--- src/rtl/sbt_pkg.sv ---
package sbt_pkg;

    localparam int BYTE_W = 8;

    typedef logic [BYTE_W-1:0] byte_t;

    typedef enum logic [1:0] {
        PH_IDLE  = 2'd0,
        PH_SBOX  = 2'd1,
        PH_LOGIC = 2'd2,
        PH_DONE  = 2'd3
    } phase_e;

    localparam byte_t FB_CONST   = 8'h76;
    localparam byte_t MISR_POLY  = 8'h1B;
    localparam byte_t MISR_SEED  = 8'h00;
    localparam byte_t LOOP_SEED  = 8'h00;
    localparam byte_t AFF_CONST  = 8'h63;

    // GF(2^8) product modulo x^8+x^4+x^3+x+1
    function automatic byte_t gf_mul(input byte_t a, input byte_t b);
        byte_t acc;
        byte_t aa;
        acc = '0;
        aa  = a;
        for (int i = 0; i < BYTE_W; i++) begin
            if (b[i]) acc = acc ^ aa;
            aa = aa[7] ? ({aa[6:0], 1'b0} ^ 8'h1B) : {aa[6:0], 1'b0};
        end
        return acc;
    endfunction

    // Multiplicative inverse as a^254; maps 0 to 0
    function automatic byte_t gf_inv(input byte_t a);
        byte_t pw;
        byte_t res;
        pw  = a;
        res = 8'h01;
        for (int i = 1; i < BYTE_W; i++) begin
            pw  = gf_mul(pw, pw);
            res = gf_mul(res, pw);
        end
        return res;
    endfunction

    function automatic byte_t rotl(input byte_t v, input int n);
        return byte_t'((v << n) | (v >> (BYTE_W - n)));
    endfunction

    function automatic byte_t sub_byte(input byte_t a);
        byte_t b;
        b = gf_inv(a);
        return b ^ rotl(b, 1) ^ rotl(b, 2) ^ rotl(b, 3) ^ rotl(b, 4) ^ AFF_CONST;
    endfunction

    function automatic byte_t misr_next(input byte_t s, input byte_t d);
        return ({s[6:0], 1'b0} ^ (s[7] ? MISR_POLY : '0)) ^ d;
    endfunction

    function automatic byte_t logic_pat(input logic [3:0] k);
        return {k, ~k};
    endfunction

endpackage

--- src/rtl/sbt_sbox.sv ---
module sbt_sbox
    import sbt_pkg::*;
(
    input  byte_t din,
    output byte_t dout
);
    always_comb dout = sub_byte(din);
endmodule

--- src/rtl/sbt_misr.sv ---
module sbt_misr
    import sbt_pkg::*;
(
    input  logic  clk,
    input  logic  rst,
    input  logic  clear,
    input  logic  absorb,
    input  byte_t din,
    output byte_t sig
);
    byte_t sig_q;

    always_ff @(posedge clk) begin
        if (rst || clear) sig_q <= MISR_SEED;
        else if (absorb)  sig_q <= misr_next(sig_q, din);
    end

    assign sig = sig_q;
endmodule

--- src/rtl/sbt_selftest.sv ---
module sbt_selftest
    import sbt_pkg::*;
#(
    parameter int SBOX_CYCLES  = 256,
    parameter int LOGIC_CYCLES = 16
) (
    input  logic       clk,
    input  logic       rst,
    input  logic       start_i,
    input  logic       mode_i,
    output logic [7:0] state_o,
    output logic [7:0] sig_o,
    output logic       done_o
);
    localparam int CNT_W      = $clog2(SBOX_CYCLES);
    localparam int SBOX_LAST  = SBOX_CYCLES - 1;
    localparam int LOGIC_LAST = LOGIC_CYCLES - 1;

    phase_e            phase_q;
    logic [CNT_W-1:0]  cnt_q;
    byte_t             state_q;
    logic              short_q;
    byte_t             sub_out;
    logic              accept;
    logic              busy;
    logic [3:0]        pat_idx;

    assign busy    = (phase_q == PH_SBOX) || (phase_q == PH_LOGIC);
    assign accept  = start_i && !busy;
    assign pat_idx = cnt_q[3:0] + 4'd1;

    sbt_sbox u_sbox (
        .din  (state_q),
        .dout (sub_out)
    );

    sbt_misr u_misr (
        .clk    (clk),
        .rst    (rst),
        .clear  (accept),
        .absorb (busy),
        .din    (sub_out),
        .sig    (sig_o)
    );

    always_ff @(posedge clk) begin
        if (rst) begin
            phase_q <= PH_IDLE;
            cnt_q   <= '0;
            state_q <= LOOP_SEED;
            short_q <= 1'b0;
        end else begin
            case (phase_q)
                PH_SBOX: begin
                    if (cnt_q == CNT_W'(SBOX_LAST)) begin
                        cnt_q <= '0;
                        if (short_q) begin
                            phase_q <= PH_DONE;
                            state_q <= sub_out ^ FB_CONST;
                        end else begin
                            phase_q <= PH_LOGIC;
                            state_q <= logic_pat(4'd0);
                        end
                    end else begin
                        cnt_q   <= cnt_q + 1'b1;
                        state_q <= sub_out ^ FB_CONST;
                    end
                end
                PH_LOGIC: begin
                    if (cnt_q == CNT_W'(LOGIC_LAST)) begin
                        phase_q <= PH_DONE;
                        cnt_q   <= '0;
                    end else begin
                        cnt_q   <= cnt_q + 1'b1;
                        state_q <= logic_pat(pat_idx);
                    end
                end
                default: begin
                    if (start_i) begin
                        phase_q <= PH_SBOX;
                        cnt_q   <= '0;
                        state_q <= LOOP_SEED;
                        short_q <= mode_i;
                    end
                end
            endcase
        end
    end

    assign state_o = state_q;
    assign done_o  = (phase_q == PH_DONE);

endmodule

--- config.mk ---
export PLATFORM = sky130hd
export DESIGN_NAME = sbt_selftest
export DESIGN_NICKNAME = d
export VERILOG_FILES = /design/src/rtl/sbt_pkg.sv /design/src/rtl/sbt_sbox.sv /design/src/rtl/sbt_misr.sv /design/src/rtl/sbt_selftest.sv
export SDC_FILE = /design/constraint.sdc
export NUM_CORES = 1
export LEC_CHECK = 0
export BUFFER_PORTS_ARGS = -buffer_cell sky130_fd_sc_hd__buf_2
export CAP_MARGIN = 20
export CORE_AREA = 2 2 189 191
export CTS_CLUSTER_DIAMETER = 100
export DETAILED_ROUTE_END_ITERATION = 12
export DIE_AREA = 0 0 191 193
export PLACE_DENSITY_LB_ADDON = 0.12
export SLEW_MARGIN = 20
export SYNTH_ARGS = -nofsm -noshare
export SYNTH_HDL_FRONTEND = slang
export SYNTH_SLANG_ARGS = --single-unit
--- constraint.sdc ---
create_clock -name clk -period 13.97 [get_ports clk]
set_input_delay 2.794 -clock clk [delete_from_list [all_inputs] [get_ports clk]]
set_output_delay 2.794 -clock clk [all_outputs]
set_load 0.02 [all_outputs]
* Word level (Yosys, flattened, before mapping)
Cells that the tools add are included.
** Storage, ports and cells
- Register bits after elaboration :: 27
- Output and inout port bits :: 17
- Logic and storage cells :: 444
** Cells by class
- Add/subtract/negate cells :: 2
- Equality and inequality tests :: 8
- Muxes and demuxes :: 217
- Bitwise operators :: 203
- Reductions and logical operators :: 9
** Operators with widths (count)
- 8-bit two-way mux :: 111
- 8-bit XOR :: 97
- 5-bit two-way mux :: 93
- 4-bit inverter :: 93
- 8-bit case mux with 2 select lines :: 2
- 8-bit by 1-bit adder with 8-bit output (second input constant) :: 1
- 8-bit by 4-bit == test with 1-bit output (second input constant) :: 1
- 8-bit == test (second input constant) :: 1
- 2-bit two-way mux :: 4
- 8-bit by 1-bit OR with 8-bit output :: 1
- 8-bit by 2-bit OR with 8-bit output :: 1
- 8-bit by 3-bit OR with 8-bit output :: 1
- 8-bit by 4-bit OR with 8-bit output :: 1
- 7-bit two-way mux :: 1
- 1-bit inverter (first input constant) :: 7
- 6-bit two-way mux :: 1
- 5-bit inverter :: 1
- 4-bit by 1-bit adder with 4-bit output (second input constant) :: 1
- 2-bit == test (second input constant) :: 2
- 4-bit two-way mux :: 1
- 2-bit by 1-bit != test with 1-bit output (second input constant) :: 2
- 2-bit case mux with 2 select lines :: 1
- 2-bit AND reduction :: 2
- 3-bit two-way mux :: 1
- other kinds (10) :: 12

* Logic depth before layout (Yosys ltp)
Gate-level depths: netlist of run 1.
- Word-level depth :: 137
- Depth in mapped cells :: 66
- Depth with buffers taken out :: 55

* Cells and area by module
From an unflattened synthesis of run 1, not the netlist that was laid out.
** Second synthesis, totals
- Cell total of the unflattened synthesis :: 2110
- Area total of the unflattened synthesis :: 16742.3 um^2
** By module, submodules not included
- sbt_sbox :: times used 1, cells an instance 1942, area an instance 15220.8 um^2
- sbt_selftest :: times used 1, cells an instance 128, area an instance 1084.8 um^2
- sbt_misr :: times used 1, cells an instance 40, area an instance 436.7 um^2

* Worst setup path before layout of run 1
No wires, ideal clock.
- Path type :: register to register
- From :: reg state_q[0] (netlist: state_o[0])
- To :: reg u_misr.sig_q[3] (netlist: u_misr.sig[3])
- Library setup time :: 0.124 ns
- Arrival time :: 14.825 ns
- Slack :: -0.979 ns
- Stages on the path, launching flop included :: 58
- Path buffers :: 8
- Period minus slack after synthesis :: 14.949 ns
- Path through :: dfxtp_1 ha_1 nand2_1 xor2_1 inv_2 clkbuf_1 clkbuf_1 ha_1 clkbuf_1 xor3_1 and3_1 nor4_2 xnor3_1 buf_4 xnor2_1 xnor2_1 clkbuf_1 ha_1 [22 not listed] xor2_1 a311oi_1 xor2_1 a21boi_0 a311o_1 xnor2_1 mux4_2 xnor2_1 a21oi_1 xnor2_1 clkbuf_1 xnor2_1 o21ai_0 xnor2_1 xor3_1 xnor3_1 mux2i_1 nor2_1
** Between the ends
- Cells in the longest elaborated chain, start to end :: 127
- Elaborated cells on any way between the ends :: 387
- Classes of those cells :: mux: 200; bitwise: 187
** Ends and longest elaborated chain
- from (decl) :: line sbt_selftest.sv:21 : byte_t state_q;
- from (signal assigned) :: line sbt_selftest.sv:59 : state_q <= sub_out ^ FB_CONST;
- from (signal assigned) :: line sbt_selftest.sv:62 : state_q <= logic_pat(4'd0);
- from (signal assigned) :: line sbt_selftest.sv:66 : state_q <= sub_out ^ FB_CONST;
- 8-bit two-way mux :: line sbt_pkg.sv:27 : if (b[i]) acc = acc ^ aa;
- 8-bit XOR :: line sbt_pkg.sv:27
- 8-bit two-way mux :: line sbt_pkg.sv:27
- 8-bit XOR :: line sbt_pkg.sv:27
- 8-bit two-way mux :: line sbt_pkg.sv:27
- 8-bit XOR :: line sbt_pkg.sv:27
- 8-bit two-way mux :: line sbt_pkg.sv:27
- 8-bit XOR :: line sbt_pkg.sv:27
- [109 not listed]
- 8-bit XOR or 8-bit two-way mux (tied branches) :: line sbt_pkg.sv:27
- 8-bit two-way mux or 8-bit XOR (tied branches) :: line sbt_pkg.sv:27
- 8-bit XOR or 8-bit two-way mux (tied branches) :: line sbt_pkg.sv:27
- 8-bit two-way mux (*) :: line sbt_pkg.sv:27
- 8-bit by 1-bit OR with 8-bit output or 8-bit two-way mux (tied branches) :: line sbt_pkg.sv:47, sbt_pkg.sv:27
- 8-bit XOR (3 in series) :: line sbt_pkg.sv:53 : return b ^ rotl(b, 1) ^ rotl(b, 2) ^ rotl(b, 3) ^ rotl(b, 4) ^ AFF_CONST;
- 8-bit XOR (*) :: line sbt_pkg.sv:53
- 8-bit XOR (*) :: line sbt_pkg.sv:57 : return ({s[6:0], 1'b0} ^ (s[7] ? MISR_POLY : '0)) ^ d;
- to (signal assigned) :: line sbt_misr.sv:15 : else if (absorb) sig_q <= misr_next(sig_q, din);
- to (decl) :: line sbt_misr.sv:11 : byte_t sig_q;
Mark *: on every way between the ends. The rest lies on a longest branch, timed or not.
A chain may end at the register's enable or synchronous reset.

* Final worst setup path of run 1
- From :: reg state_q[7] (netlist: state_o[7])
- To :: reg state_q[5] (netlist: state_o[5])
** Between the ends
- Cells in the longest elaborated chain, start to end :: 133
- Elaborated cells on any way between the ends :: 397
- Classes of those cells :: mux: 206; bitwise: 191
** Ends and longest elaborated chain
- 5-bit two-way mux or 8-bit two-way mux (tied branches) :: line sbt_pkg.sv:28, sbt_pkg.sv:27
- 8-bit XOR :: line sbt_pkg.sv:27
- 8-bit two-way mux :: line sbt_pkg.sv:27
- 8-bit XOR :: line sbt_pkg.sv:27
- 8-bit two-way mux :: line sbt_pkg.sv:27
- 8-bit XOR :: line sbt_pkg.sv:27
- 8-bit two-way mux :: line sbt_pkg.sv:27
- 8-bit XOR :: line sbt_pkg.sv:27
- [115 not listed]
- 8-bit by 1-bit OR with 8-bit output :: line sbt_pkg.sv:47 : return byte_t'((v << n) | (v >> (BYTE_W - n)));
- 8-bit XOR (3 in series) :: line sbt_pkg.sv:53
- 8-bit XOR (*) :: line sbt_pkg.sv:53
- 4-bit inverter (no source line) (*)
- 5-bit inverter (no source line) (*)
- 8-bit two-way mux :: line sbt_selftest.sv:57 : if (short_q) begin
- 8-bit two-way mux (*) :: line sbt_selftest.sv:55 : if (cnt_q == CNT_W'(SBOX_LAST)) begin
- 8-bit case mux with 2 select lines (*) :: line sbt_selftest.sv:53 : case (phase_q)
Marks and branches as above.

==> impl_metrics.tcl, run 1 <==
set metrics [dict create \
    status "finished, final reports clean" \
    yosysSeqAreaShare_pct 3.26 \
    grt_overflow_total 0 \
    wl_um 54300 \
    multi_input_area_um2 16600 \
    worstMarginPinSlew_ps 1010 \
    via_per_inst 5.75 \
    use_met1_pct 40.8 \
    core_um2 35000 \
    final_hold_viol_count 0 \
    synth.ff_latch_count 27 \
    ys_warn_count 0 \
    synth_fa_ha_area_share_pct 0.831 \
    fin_skew_ps 2.64 \
    dieArea_um2 36900 \
    final_cell_mix "buf_4, xnor2_1, nor2_1" \
    critical_path_arrival_ps 13720 \
    die_h_um 193 \
    top_usage_layer "met2" \
    yosys.area_share.simple_pct 20.4 \
    fmax_mhz 73.6 \
    hold_start "short_q" \
    initial_core_util_pct 47.4 \
    cts_hold_buf 0 \
    drive_gt1_share_pct 30.0 \
    r2r_start "state_o[7]" \
    placed_cells 2793 \
    wl_per_cell_um 18.6 \
    synth_mux_area_share_pct 4.43 \
    rsz0062_at_grt "yes" \
    grt_use_met3_pct 1.76 \
    slowest_stage "xnor3_2" \
    place.gp.congestion 0.930 \
    synthCells 2166 \
    r2r_slack_ps 390 \
    yosys.area.top_type "xnor2_1" \
    cts_max_path_buffers 2 \
    synth_xor_area_share_pct 48.5 \
    max_cap_viol_count 0 \
    finalNetCount 2470 \
    clk_pin_slew_worst_paths_ps 70 \
    path_class "reg -> reg" \
    ant_nets 0 \
    layout_commonest_cell "buf_4" \
    cts-root-buf "clkbuf_16" \
    first_pass_iters 5 \
    ys.flop_type "dfxtp_1" \
    synth_edf_count 0 \
    antenna_found_initial 0 \
    htree_levels 1 \
    cp-end-kind "flip-flop" \
    placed_area_um2 19000 \
    vias 16760 \
    fin_area_um2 21400 \
    drc 0 \
    hold_slack_ps 496 \
    worstHoldPathType "reg -> reg" \
    fin_crit_sh_pct 97.2 \
    min_period_ps 13580 \
    grt_max_degree 34 \
    post-place-ws_ps -502 \
    syn_avg_cell_area_um2 7.65 \
    placementRows 69 \
    critPathMaxStageDelay_ps 570 \
    worst-path-max-fanout 7 \
    die_w_um 191 \
    synth_compound_area_share_pct 17.5 \
    drt_iter0_markers 1322 \
    post-dp-hpwl_um 40300 \
    drv_slew 0 \
    cpMostUsedCell "xnor2_2" \
    grt_pass1_wl_um 84000 \
    fillers 3154 \
    grtUsageTotal_pct 28.0 \
    fin_ws_ps 386 \
    max_slew_margin_pct 31.9 \
    syn-cell-area_um2 16600 \
    insertion_delay_ps 260 \
    crit_start "state_o[7]" \
    synth.top_cell.area_share_pct 21.1 \
    seqCellArea_um2 551 \
    cts_tree "done" \
    grt_pass1_vias 15135 \
    cts_buffers 3 \
    final_cells 2915 \
    setup_viol 0 \
    synthesis.nets 2181 \
    startpoint_type "flip-flop" \
    clkSinkCount 27 \
    grt.met2_usage_pct 46.4 \
    synth.distinct_cells 100 \
    required_ps 14110 \
    synthTopCellsByArea "xnor2_1, xnor3_1, nor2_1" \
    async_reset_ff_share_pct 0 \
    synth_top_family_by_area "XOR/XNOR gates" \
    syn_to_final_growth_pct 29.4 \
    diodes 0 \
    num_io_pins 21 \
    io_buffer_count 20 \
]
==> worst max-delay path, delay by kind of cell, from the launching register on <==
family                   cells  cell delay [ps]
multiplexers                 1              380
flip-flops                   1              370
buffers and inverters        9             1360
AND/OR/NAND/NOR              9             1690
adder cells (fa/ha/maj)      2              510
XOR/XNOR                    25             6380
AO/OA/AOI/OAI               13             2790
==> path summary, 6_finish.rpt <==
path | cells after the start | to
max | 59 | state_o[5]
min | 2 | short_q
max reg2reg | 59 | state_o[5]
min reg2reg | 2 | short_q
==> synth_stat cells, types with 12 or more instances <==
cell type,count
a21oi_1,103
nor2_1,288
mux2i_1,52
and3_1,15
buf_4,19
xor3_1,18
buf_2,27
xnor3_1,75
inv_1,33
xnor2_1,399
xnor3_2,16
a22oi_1,22
nand2_1,261
and2_1,20
nor3_1,54
o211ai_1,18
xnor2_2,21
xor2_2,14
nand2b_1,16
dfxtp_1,27
nand3_1,46
a31oi_1,19
clkbuf_1,88
xor2_1,112
o22ai_1,36
a211oi_1,14
nand4_1,12
o21ai_0,79
==> state kept, by name, indices dropped and copies added (netlist names) <==
register and count:
state_o 8, short_q 1, phase_q 2, u_misr.sig 8, cnt_q 8
==> cell families (layout without fill, tap and decap cells) <==
logic type / Yosys count / after routing
mux: 68 / 68
compound gates: 429 / 429
fa+ha+maj: 11 / 11
buf+inv: 190 / 478
simple gates: 768 / 768
flops: 27 / 27
xor+xnor: 673 / 673
==> routing by layer <==
metal  vias to the layer above  share of wire, %
met5                         -                 0
met4                         0               1.3
met3                        74               6.1
met2                       582                47
met1                      8067                46
li1                       8037                 -
==> cell type report <==
| cell class | count | area share [%] |
|---|---|---|
| inverter | 43 | 0.753 |
| clock inverter | 1 | 0.0233 |
| multi-input combinational | 1949 | 77.6 |
| tap | 461 | 2.69 |
| sequential | 27 | 2.57 |
| timing repair buffer | 431 | 16.0 |
| clock buffer | 3 | 0.350 |
==> metrics by stage <==
step | util [%] | TNS [ps]
global route | 61.3 | -1840
finish | 61.3 | 0
detailed placement | 54.5 | -6500
CTS | 55.6 | 0
global placement | 54.5 | -5260
floorplan | - | 0
==> what timing repair did <==
action	in CTS	in global routing
pin swaps	12	136
resized for setup	33	214
setup endpoints to repair	16	16
buffers inserted	13	105
gates cloned	0	1
hold endpoints to repair	0	0
Power of run 1 is left out: the tool's default activity adds up to more than one toggle a clock period on the data nets, which glitch-free logic cannot reach.
==> run 2, diff against run 1 <==
Settings changed: CORE_AREA 2 2 189 191 to 4 4 191 193, DIE_AREA 0 0 191 193 to 0 0 195 197, RECOVER_POWER set to 25.
==> impl_metrics.tcl, run 2 (synthesis results as in run 1) <==
set metrics [dict create \
    clkSinkCount 27 \
    placementRows 68 \
    drive_gt1_share_pct 30.5 \
    multi_input_area_um2 16800 \
    critical_path_arrival_ps 13780 \
    final_hold_viol_count 0 \
    fin_ws_ps 323 \
    top_usage_layer "met2" \
    first_pass_iters 5 \
    wl_um 54100 \
    via_per_inst 5.78 \
    grt_use_met3_pct 1.83 \
    fmax_mhz 73.3 \
    ant_nets 0 \
    cts-root-buf "clkbuf_16" \
    reg2reg_depth 58 \
    seqCellArea_um2 557 \
    place.gp.congestion 0.960 \
    grt_overflow_total 0 \
    core_um2 34500 \
    worstHoldPathType "reg -> reg" \
    grt.met2_usage_pct 42.4 \
    vias 16850 \
    htree_levels 1 \
    grtUsageTotal_pct 25.4 \
    slowest_stage "or4_4" \
    grt_pass1_vias 15344 \
    layout_commonest_cell "buf_4" \
    diodes 0 \
    io_buffer_count 20 \
    max_cap_viol_count 0 \
    setup_viol 0 \
    required_ps 14100 \
    r2r_slack_ps 320 \
    drc 0 \
    final_cell_mix "buf_4, xnor2_1, nor2_1" \
    worstMarginPinSlew_ps 911 \
    clk_pin_slew_worst_paths_ps 70 \
    use_met1_pct 37.2 \
    status "finished, final reports clean" \
    syn_to_final_growth_pct 31.2 \
    startpoint_type "flip-flop" \
    path_buf_inv 8 \
    crit_start "state_o[7]" \
    r2r_start "state_o[7]" \
    num_io_pins 21 \
    cts_buffers 3 \
    finalNetCount 2477 \
    die_w_um 195 \
    drt_iter0_markers 1498 \
    critPathMaxStageDelay_ps 540 \
    grt_pass1_wl_um 82400 \
    cp.depth 58 \
    drv_slew 0 \
    worst-path-max-fanout 6 \
    insertion_delay_ps 260 \
    cts_max_path_buffers 2 \
    initial_core_util_pct 48.0 \
    fin_crit_sh_pct 97.7 \
    post-dp-hpwl_um 39500 \
    crit_family "XOR/XNOR gates" \
    cp-end-kind "flip-flop" \
    rsz0062_at_grt "yes" \
    path_class "reg -> reg" \
    fillers 3036 \
    max_slew_margin_pct 38.8 \
    grt_max_degree 34 \
    endpoint "state_o[5]" \
    cts_tree "done" \
    min_period_ps 13650 \
    rr_endpoint "state_o[5]" \
    die_h_um 197 \
    wl_per_cell_um 18.6 \
    post-place-ws_ps -435 \
    fin_skew_ps 4.14 \
    antenna_found_initial 0 \
    dieArea_um2 38400 \
]
## run 2: cell types whose count changed in the layout (fill, tap and decap cells not counted), sizes merged
cell and delta:
clkinv -3, inv -2, xnor2 +1, buf -2, clkbuf +9, clkinvlp +4
## run 2: metrics by stage
stage / hold WS (ps) / TNS [ps] / cell area (um^2) / utilization (%) / std cells
floorplan: 450 / 0 / 16700 / - / 2166
global placement: 468 / -2130 / 19100 / 55.3 / 2795
detailed placement: 474 / -5290 / 19100 / 55.3 / 2795
CTS: 483 / 0 / 19600 / 56.6 / 2814
global route: 514 / -884 / 21700 / 62.9 / 2916
finish: 482 / 0 / 21700 / 62.9 / 2916
## run 2: layout make-up
class | instances | area share (%)
Multi-Input combinational cell | 1950 | 77.4
Clock buffer | 4 | 0.363
Sequential cell | 27 | 2.56
Timing Repair Buffer | 437 | 16.2
Tap cell | 455 | 2.62
Inverter | 43 | 0.812
## run 2: how the worst min path moves through the flow
stage	from	end	slack [ps]	depth (start not counted)
after floorplan	short_q	short_q	450	2
after global placement	short_q	short_q	470	2
after detailed placement	short_q	short_q	470	2
after CTS	short_q	short_q	480	2
after global routing	short_q	short_q	510	2
final	short_q	short_q	480	2
## run 2: timing repair
action,in CTS,in global routing
gates cloned,0,3
buffers inserted,15,99
pin swaps,25,137
hold buffers,0,0
resized for setup,43,231
endpoints found under the setup margin,16,16
## run 2: metal layers
metal,vias to the layer above,wire (um)
met1,8094,24300
met4,0,734
li1,8051,-
met5,-,0
met3,70,3350
met2,635,25800
## run 2: tightest hold or removal path, stage by stage (launching register included)
cell	delay, ps
dfxtp_1	330
nand2_1	60
a21oi_1	50
Power of run 2 is left out for the same reason.
==> run 3, diff against run 2 <==
Settings changed: ABC_AREA set to 1, CORE_AREA 4 4 191 193 to 4 4 214 216, DIE_AREA 0 0 195 197 to 0 0 218 220.
==> impl_metrics.tcl, run 3 <==
set metrics [dict create \
    status "finished, final reports clean" \
    grt_max_degree 28 \
    cp-end-kind "flip-flop" \
    antenna_found_initial 0 \
    max_slew_margin_pct 37.4 \
    cts_max_path_buffers 2 \
    cts_tree "done" \
    cpMostUsedCell "nand2_1" \
    fillers 4933 \
    grtUsageTotal_pct 25.9 \
    yosys.area.top_type "nand2_1" \
    die_w_um 218 \
    drv_slew 0 \
    min_period_ps 12760 \
    wl_per_cell_um 13.5 \
    synth.most_common_cell "nand2_1" \
    cts-root-buf "clkbuf_16" \
    finalNetCount 4233 \
    setup_viol 0 \
    core_um2 43900 \
    slowest_stage "dfxtp_1" \
    insertion_delay_ps 270 \
    clkSinkCount 27 \
    placementRows 77 \
    rsz0062_at_grt "no" \
    first_pass_iters 6 \
    synth.distinct_cells 56 \
    final_cell_mix "nand2_1, nand3_1, inv_1" \
    initial_core_util_pct 47.3 \
    io_buffer_count 20 \
    worstMarginPinSlew_ps 931 \
    grt_pass1_vias 22123 \
    diodes 0 \
    hold_slack_ps 494 \
    critPathMaxStageDelay_ps 510 \
    wl_um 64800 \
    startpoint_type "flip-flop" \
    cts_buffers 3 \
    die_h_um 220 \
    cts_hold_buf 0 \
    syn-cell-area_um2 20800 \
    fmax_mhz 78.4 \
    dieArea_um2 48000 \
    synth.top_cell.area_share_pct 33.3 \
    critical_path_arrival_ps 12950 \
    synthesis.nets 4248 \
    async_reset_ff_share_pct 0 \
    synth_common_cells "nand2_1, nand3_1, inv_1, nor2_1, nand2_2" \
    htree_levels 1 \
    tns_ps 0 \
    place.gp.congestion 0.965 \
    ant_nets 0 \
    synth.ff_latch_count 27 \
    fin_crit_sh_pct 91.3 \
    grt_overflow_total 0 \
    drive_gt1_share_pct 12.2 \
    vias 25235 \
    yosysSeqAreaShare_pct 2.60 \
    ys_warn_count 0 \
    syn_avg_cell_area_um2 4.91 \
    required_ps 14160 \
    synthTopCellsByArea "nand2_1, nand3_1, inv_1" \
    ys.flop_type "dfxtp_1" \
    final_hold_viol_count 0 \
    max_cap_viol_count 0 \
    fin_skew_ps 6.61 \
    path_class "reg -> reg" \
    grt_pass1_wl_um 107000 \
    num_io_pins 21 \
    post-dp-hpwl_um 52000 \
    layout_commonest_cell "nand2_1" \
    via_per_inst 5.25 \
    synth_edf_count 0 \
    drt_iter0_markers 2316 \
    worst-path-max-fanout 19 \
    syn_to_final_growth_pct 3.41 \
    synthCells 4233 \
    worstHoldPathType "reg -> reg" \
    clk_pin_slew_worst_paths_ps 80 \
    drc 0 \
]
run 3: critical path: cells and delay by family (launching register included):
kind	cells	cell delay, ps
and+or+nand+nor	80	8140
AOI/OAI and AO/OA	7	840
DFF	1	510
xor gates and xnor gates	5	1160
buffers and inverters	14	2020
run 3: area by class of cell:
type | instances | area, um^2 | area share (%)
Clock buffer | 3 | 75.1 | 0.349
Clock inverter | 1 | 8.76 | 0.0407
Inverter | 529 | 2030 | 9.42
Multi-Input combinational cell | 3564 | 17400 | 81.1
Sequential cell | 27 | 546 | 2.54
Tap cell | 592 | 741 | 3.45
Timing Repair Buffer | 93 | 661 | 3.07
run 3: final timing paths:
path | from | endpoint | slack (ps) | depth (start not counted)
min reg2reg | cnt_q[3] | cnt_q[3] | 490 | 2
min | cnt_q[3] | cnt_q[3] | 490 | 2
max reg2reg | state_o[6] | state_o[0] | 1210 | 106
max | state_o[6] | state_o[0] | 1210 | 106
run 3: per-layer routing:
layer	GRT usage (%)	wire, um	vias to the layer above	part of all wire [%]
li1	-	-	13226	-
met1	35.9	30200	11063	47
met2	44.2	29700	832	46
met3	1.54	3650	114	5.6
met4	5.79	1280	0	2.0
met5	0	0	-	0
run 3: what timing repair did:
item | 4_1_cts | 5_1_grt
setup endpoints to repair | 0 | 16
resized for setup | 0 | 48
setup buffers | 0 | 6
hold endpoints to repair | 0 | 0
run 3: through the flow:
| stage | area (um^2) | worst slack [ps] | std cells | util [%] |
|---|---|---|---|---|
| final | 21500 | 1210 | 4809 | 48.9 |
| after global routing | 21500 | 9.71 | 4809 | 48.9 |
| after CTS | 21300 | 716 | 4803 | 48.5 |
| after detailed placement | 21200 | 783 | 4799 | 48.3 |
| after global placement | 21200 | 825 | 4799 | 48.3 |
| after floorplan | 20800 | 1970 | 4233 | - |
run 3: kinds of logic (layout without fill, tap and decap cells):
kind of cell	Yosys count	after routing	share of synthesized area (%)
AOI/OAI and AO/OA	158	158	4.27
xor gates and xnor gates	201	201	9.69
adders and majority gates	11	11	0.662
buffers and inverters	642	626	14.2
DFF	27	27	2.60
and+or+nand+nor	3194	3194	68.6
Power of run 3 is left out for the same reason.
